### config.mk
export PLATFORM = sky130hd
export DESIGN_NAME = usb_pkt_tx
export DESIGN_NICKNAME = d
export VERILOG_FILES = /design/src/rtl/usbtx_pkg.sv /design/src/rtl/usbtx_crc5.sv /design/src/rtl/usbtx_frame.sv /design/src/rtl/usbtx_seq.sv /design/src/rtl/usb_pkt_tx.sv
export SDC_FILE = /design/constraint.sdc
export NUM_CORES = 1
export LEC_CHECK = 0
export ABC_AREA = 1
export BUFFER_PORTS_ARGS = -buffer_cell sky130_fd_sc_hd__buf_2
export CELL_PAD_IN_SITES_DETAIL_PLACEMENT = 1
export CELL_PAD_IN_SITES_GLOBAL_PLACEMENT = 1
export CORE_MARGIN = 2
export CORE_UTILIZATION = 39
export DETAILED_ROUTE_END_ITERATION = 7
export PLACE_DENSITY_LB_ADDON = 0.1
export SYNTH_ARGS = -nofsm -noshare
export SYNTH_HDL_FRONTEND = slang
export SYNTH_SLANG_ARGS = --single-unit
### constraint.sdc
create_clock -name clk -period 2.9 [get_ports clk]
set_input_delay 0.58 -clock clk [delete_from_list [all_inputs] [get_ports clk]]
set_output_delay 0.58 -clock clk [all_outputs]
set_load 0.05 [all_outputs]
### src/rtl/usbtx_pkg.sv
package usbtx_pkg;
  localparam int BYTE_W    = 8;
  localparam int PID_W     = 4;
  localparam int ADDR_W    = 7;
  localparam int ENDP_W    = 4;
  localparam int FRAME_W   = 11;
  localparam int FIELD_W   = ADDR_W + ENDP_W;
  localparam int CRC_W     = 5;
  localparam int MAX_BYTES = 3;
  localparam int IDX_W     = $clog2(MAX_BYTES);
  localparam int HIGH_W    = FIELD_W - BYTE_W;

  localparam logic [CRC_W-1:0] CRC_POLY = 5'b00101;
  localparam logic [CRC_W-1:0] CRC_INIT = '1;

  localparam logic [PID_W-1:0] PID_OUT   = 4'b0001;
  localparam logic [PID_W-1:0] PID_IN    = 4'b1001;
  localparam logic [PID_W-1:0] PID_SOF   = 4'b0101;
  localparam logic [PID_W-1:0] PID_SETUP = 4'b1101;

  typedef enum logic [1:0] {
    KIND_SHORT = 2'd0,
    KIND_TOKEN = 2'd1,
    KIND_FRAME = 2'd2
  } kind_e;

  typedef struct packed {
    logic [MAX_BYTES-1:0][BYTE_W-1:0] bytes;
    logic [IDX_W-1:0]                 last;
  } pkt_t;

  function automatic kind_e pid_kind(input logic [PID_W-1:0] p);
    kind_e k;
    case (p)
      PID_OUT, PID_IN, PID_SETUP: k = KIND_TOKEN;
      PID_SOF:                    k = KIND_FRAME;
      default:                    k = KIND_SHORT;
    endcase
    return k;
  endfunction
endpackage

### src/rtl/usbtx_crc5.sv
module usbtx_crc5
  import usbtx_pkg::*;
#(
  parameter int DATA_W = FIELD_W
) (
  input  logic [DATA_W-1:0] din,
  output logic [CRC_W-1:0]  rem
);
  // Serial LFSR unrolled: bit 0 enters first.
  logic [DATA_W:0][CRC_W-1:0] stage;

  assign stage[0] = CRC_INIT;

  for (genvar i = 0; i < DATA_W; i++) begin : g_step
    logic fb;
    assign fb = din[i] ^ stage[i][CRC_W-1];
    assign stage[i+1] = {stage[i][CRC_W-2:0], 1'b0} ^ (fb ? CRC_POLY : '0);
  end

  assign rem = stage[DATA_W];
endmodule

### src/rtl/usbtx_frame.sv
module usbtx_frame
  import usbtx_pkg::*;
(
  input  logic [PID_W-1:0]   pid,
  input  logic [ADDR_W-1:0]  addr,
  input  logic [ENDP_W-1:0]  endp,
  input  logic [FRAME_W-1:0] frame,
  output pkt_t               pkt
);
  kind_e              kind;
  logic [FIELD_W-1:0] field;
  logic [CRC_W-1:0]   rem;
  logic [CRC_W-1:0]   chk_rev;

  assign kind  = pid_kind(pid);
  assign field = (kind == KIND_TOKEN) ? {endp, addr} : frame;

  usbtx_crc5 #(.DATA_W(FIELD_W)) i_crc (
    .din (field),
    .rem (rem)
  );

  // Complemented CRC, sent high bit first: reverse into the byte.
  for (genvar j = 0; j < CRC_W; j++) begin : g_rev
    assign chk_rev[CRC_W-1-j] = ~rem[j];
  end

  always_comb begin
    pkt.bytes[0] = {~pid, pid};
    pkt.bytes[1] = field[BYTE_W-1:0];
    pkt.bytes[2] = {chk_rev, field[FIELD_W-1:BYTE_W]};
    pkt.last     = (kind == KIND_SHORT) ? IDX_W'(0) : IDX_W'(MAX_BYTES-1);
  end
endmodule

### src/rtl/usbtx_seq.sv
module usbtx_seq
  import usbtx_pkg::*;
(
  input  logic              clk,
  input  logic              rst,
  input  logic              cmd_valid,
  output logic              cmd_ready,
  input  pkt_t              pkt_in,
  output logic [BYTE_W-1:0] tx_data,
  output logic              tx_valid,
  input  logic              tx_ready,
  output logic              busy,
  output logic              done
);
  pkt_t             pkt_q;
  logic [IDX_W-1:0] idx_q;
  logic             valid_q;
  logic             done_q;
  logic             take;
  logic             last_go;

  assign take    = cmd_valid && !valid_q;
  assign last_go = valid_q && tx_ready && (idx_q == pkt_q.last);

  always_ff @(posedge clk) begin
    if (rst) begin
      valid_q <= 1'b0;
      done_q  <= 1'b0;
      idx_q   <= '0;
      pkt_q   <= '0;
    end else begin
      done_q <= 1'b0;
      if (take) begin
        pkt_q   <= pkt_in;
        idx_q   <= '0;
        valid_q <= 1'b1;
      end else if (valid_q && tx_ready) begin
        if (last_go) begin
          valid_q <= 1'b0;
          done_q  <= 1'b1;
        end else begin
          idx_q <= idx_q + 1'b1;
        end
      end
    end
  end

  assign cmd_ready = !valid_q;
  assign tx_valid  = valid_q;
  assign tx_data   = pkt_q.bytes[idx_q];
  assign busy      = valid_q;
  assign done      = done_q;

  a_r6_hold: assert property (@(posedge clk) disable iff (rst)
    tx_valid && !tx_ready |=> tx_valid && $stable(tx_data));

  a_r7_done_end: assert property (@(posedge clk) disable iff (rst)
    done |-> !tx_valid && $past(tx_valid && tx_ready));

  a_r8_busy_ignore: assert property (@(posedge clk) disable iff (rst)
    busy && cmd_valid && !tx_ready |=> busy && $stable(tx_data));

  a_r9_start: assert property (@(posedge clk) disable iff (rst)
    cmd_valid && cmd_ready |=> busy && tx_valid && !done);

  a_r10_reset: assert property (@(posedge clk)
    rst |=> !tx_valid && !busy && !done);
endmodule

### src/rtl/usb_pkt_tx.sv
module usb_pkt_tx
  import usbtx_pkg::*;
(
  input  logic               clk,
  input  logic               rst,
  input  logic               cmd_valid,
  output logic               cmd_ready,
  input  logic [PID_W-1:0]   cmd_pid,
  input  logic [ADDR_W-1:0]  cmd_addr,
  input  logic [ENDP_W-1:0]  cmd_endp,
  input  logic [FRAME_W-1:0] cmd_frame,
  output logic [BYTE_W-1:0]  tx_data,
  output logic               tx_valid,
  input  logic               tx_ready,
  output logic               busy,
  output logic               done
);
  pkt_t built;

  usbtx_frame i_frame (
    .pid   (cmd_pid),
    .addr  (cmd_addr),
    .endp  (cmd_endp),
    .frame (cmd_frame),
    .pkt   (built)
  );

  usbtx_seq i_seq (
    .clk       (clk),
    .rst       (rst),
    .cmd_valid (cmd_valid),
    .cmd_ready (cmd_ready),
    .pkt_in    (built),
    .tx_data   (tx_data),
    .tx_valid  (tx_valid),
    .tx_ready  (tx_ready),
    .busy      (busy),
    .done      (done)
  );

  a_r1_pid_check: assert property (@(posedge clk) disable iff (rst)
    $rose(tx_valid) |-> tx_data[7:4] == ~tx_data[3:0]);

  a_r11_chain: assert property (@(posedge clk) disable iff (rst)
    done && cmd_valid |=> tx_valid && tx_data[3:0] == $past(cmd_pid));
endmodule

==> results.md <==
- Hold buffer count at cts: 0
- Largest net degree at the start of global routing: 22
- Fmax: 386 MHz
- Core area: 4410 um2
- Row count: 24
- Worst min-delay path startpoint: i_seq.pkt_q[11]
- Drt first-iter violations: 63
- Remaining Overflow, GRT: 0
- Synth Net Count: 315
- Routed vias: 1,900
- Full die area: 5190 um2
- Slew Limit Headroom: 70.7%
- Input/output buffers: 41
- Status: finished clean
- First-pass GRT wire length: 8830 um
- FF-to-FF path depth: 7
- # resized after CTS: 0
- Clk_lat worst skew: 0.28 ns
- VDD IR max: 236 uV
- IO Count: 42
- Die height: 72.0 um
- Gate Count Post-Synth: 285
- Root Buffer: clkbuf_8
- Slew @ Worst Pin: 0.437 ns
- DR vias/cell: 5.04
- Worst Path Arrival: 2.01 ns
- CTS H-tree depth: 2
- Hold WS: 0.457 ns
- Maximum buffer depth of the clock tree: 2
- Pre-antenna DRT Iters: 4
- Hold Path Depth: 2
- Crit path launch type: register
- Vias in the first global route: 1,904
- Mapped cell area: 1810 um2
- Unrepaired setup endpoints after global routing: no
- Commonest non-fill, non-tap cell in the layout: nand2_1
- Clock transition at path regs: 0.06 ns
- P per Cell Area: 516 nW/um2
- Leakage power: 1.10 nW
- Reg2reg start: i_seq.busy
- DR WL/cell: 13.6 um
- Mapped Avg Cell Area: 6.34 um2
- Fin. max-slew vios: 0
- RePlAce Congestion: 0.799
- Required time of the worst setup path: 2.32 ns
- CTS tree: done
- # nets final: 355
- Post-Route WL: 5120 um
- Post-DP HPWL: 4150 um
- Routed Antenna Nets: 0
- DRC viols: 0
- Tcrit/Tclk final: 89.3%
- Finished Cell Area: 2120 um2
- Commonest non-fill, non-tap cells in the layout: nand2_1 (84), buf_2 (41), inv_1 (30), o21ai_0 (30), dfxtp_1 (29)
- Initial antenna violation count: 0
- Post-layout min period: 2.59 ns
- Diodes inserted: 0
- Area after DPL: 2030 um2
- Setup TNS Final: 0 ns
- Initial Util: 40.9%
- Register area share after synthesis: 32.2%
- Worst Setup Path Type: reg -> out
- Final Hold Viols: 0
- Share of layout cells above drive strength 1: 22.5%
- Num CTS Buffers: 5
- Area Overhead vs Synth: 17.2%
- Hold WC Path Type: reg -> reg
- Die Wd: 72.0 um
- CP endpoint kind: output port
- Clk_skew: 0.00145 ns
- GRT Overall Usage: 21.4%
- Max_cap viols: 0
- Yosys warning count: 0
- Synth Register Bits: 29
- Clock Sinks: 29
- Origin of the worst setup path: i_seq.idx_q[0]
- Crit-path max FO: 17
- # Post-CTS Setup Buffers: 0
- Distinct cells, synth: 33
- # setup viols final: 0
==> critical path, cell delays in order (launching register included) <==
cell	delay [ns]
dfxtp_1	0.49
clkinv_1	0.45
a21oi_1	0.26
o21ai_0	0.10
o21ai_0	0.12
buf_2	0.31
==> stage by stage <==
stage	util (%)	cells	setup slack, ns	power (mW)
4_1_cts	47.9	377	0.333	1.10
2_1_floorplan	-	285	0.339	0.680
3_3_place_gp	46.0	370	0.590	0.758
5_1_grt	47.9	377	0.168	1.16
6_report	47.9	377	0.311	1.09
3_5_place_dp	46.0	370	0.526	0.768
==> registers in the layout, indices dropped and copies added, names as in the netlist <==
signal	cells
i_seq.busy	1
i_seq.done	1
i_seq.idx_q	2
i_seq.pkt_q	25
==> metal layers <==
metal / track usage (%) / wire (um) / vias up
met5: 0 / 0 / -
met4: 10.3 / 113 / 0
met3: 1.94 / 149 / 11
met2: 35.6 / 2400 / 39
met1: 27.9 / 2450 / 851
li1: - / - / 999
==> cell type report <==
class	instances	area, um2
Tap cell	52	65.1
Multi-Input combinational cell	210	1020
Fill cell	620	2300
Clock buffer	7	86.3
Sequential cell	29	581
Timing Repair Buffer	44	228
Inverter	35	131
==> where the power goes <==
part,internal [mW],switching [mW]
Sequential,0.432,0.0180
Clock,0.188,0.148
Combinational,0.0981,0.208
==> cells in the mapped netlist, drive strengths merged <==
cell | number | area (um2)
o211ai | 1 | 7.51
a31oi | 1 | 6.26
clkinv | 3 | 11.3
nor4 | 1 | 6.26
mux2 | 1 | 15.0
dfxtp | 29 | 581
a22o | 1 | 8.76
a21oi | 7 | 35.0
buf | 6 | 50.0
o21a | 1 | 7.51
nor2 | 17 | 71.3
inv | 32 | 120
nor3 | 1 | 5.00
nand2 | 100 | 420
xnor2 | 1 | 8.76
o22ai | 6 | 37.5
o21ai | 32 | 160
nand4 | 1 | 6.26
clkbuf | 5 | 18.8
nand3b | 6 | 45.0
nand3 | 30 | 160
xor2 | 1 | 8.76
or2 | 2 | 15.0
==> path summary, 6_finish.rpt <==
path	end	slack [ns]
max	tx_data[7]	0.31
min	i_seq.pkt_q[11]	0.46
max reg2reg	i_seq.idx_q[1]	1.24
min reg2reg	i_seq.pkt_q[11]	0.46
==> cell families (layout without fill, tap and decap cells) <==
logic type             count (synthesis)  after routing  synth area share, %
AO/OA/AOI/OAI                         49             49                 14.6
XOR/XNOR                               2              2                0.970
buffers and inverters                 46             86                 11.1
flip-flops                            29             29                 32.2
multiplexers                           1              1                0.831
AND/OR/NAND/NOR                      158            158                 40.4
Note: power is estimated with default switching activity, not from simulation.
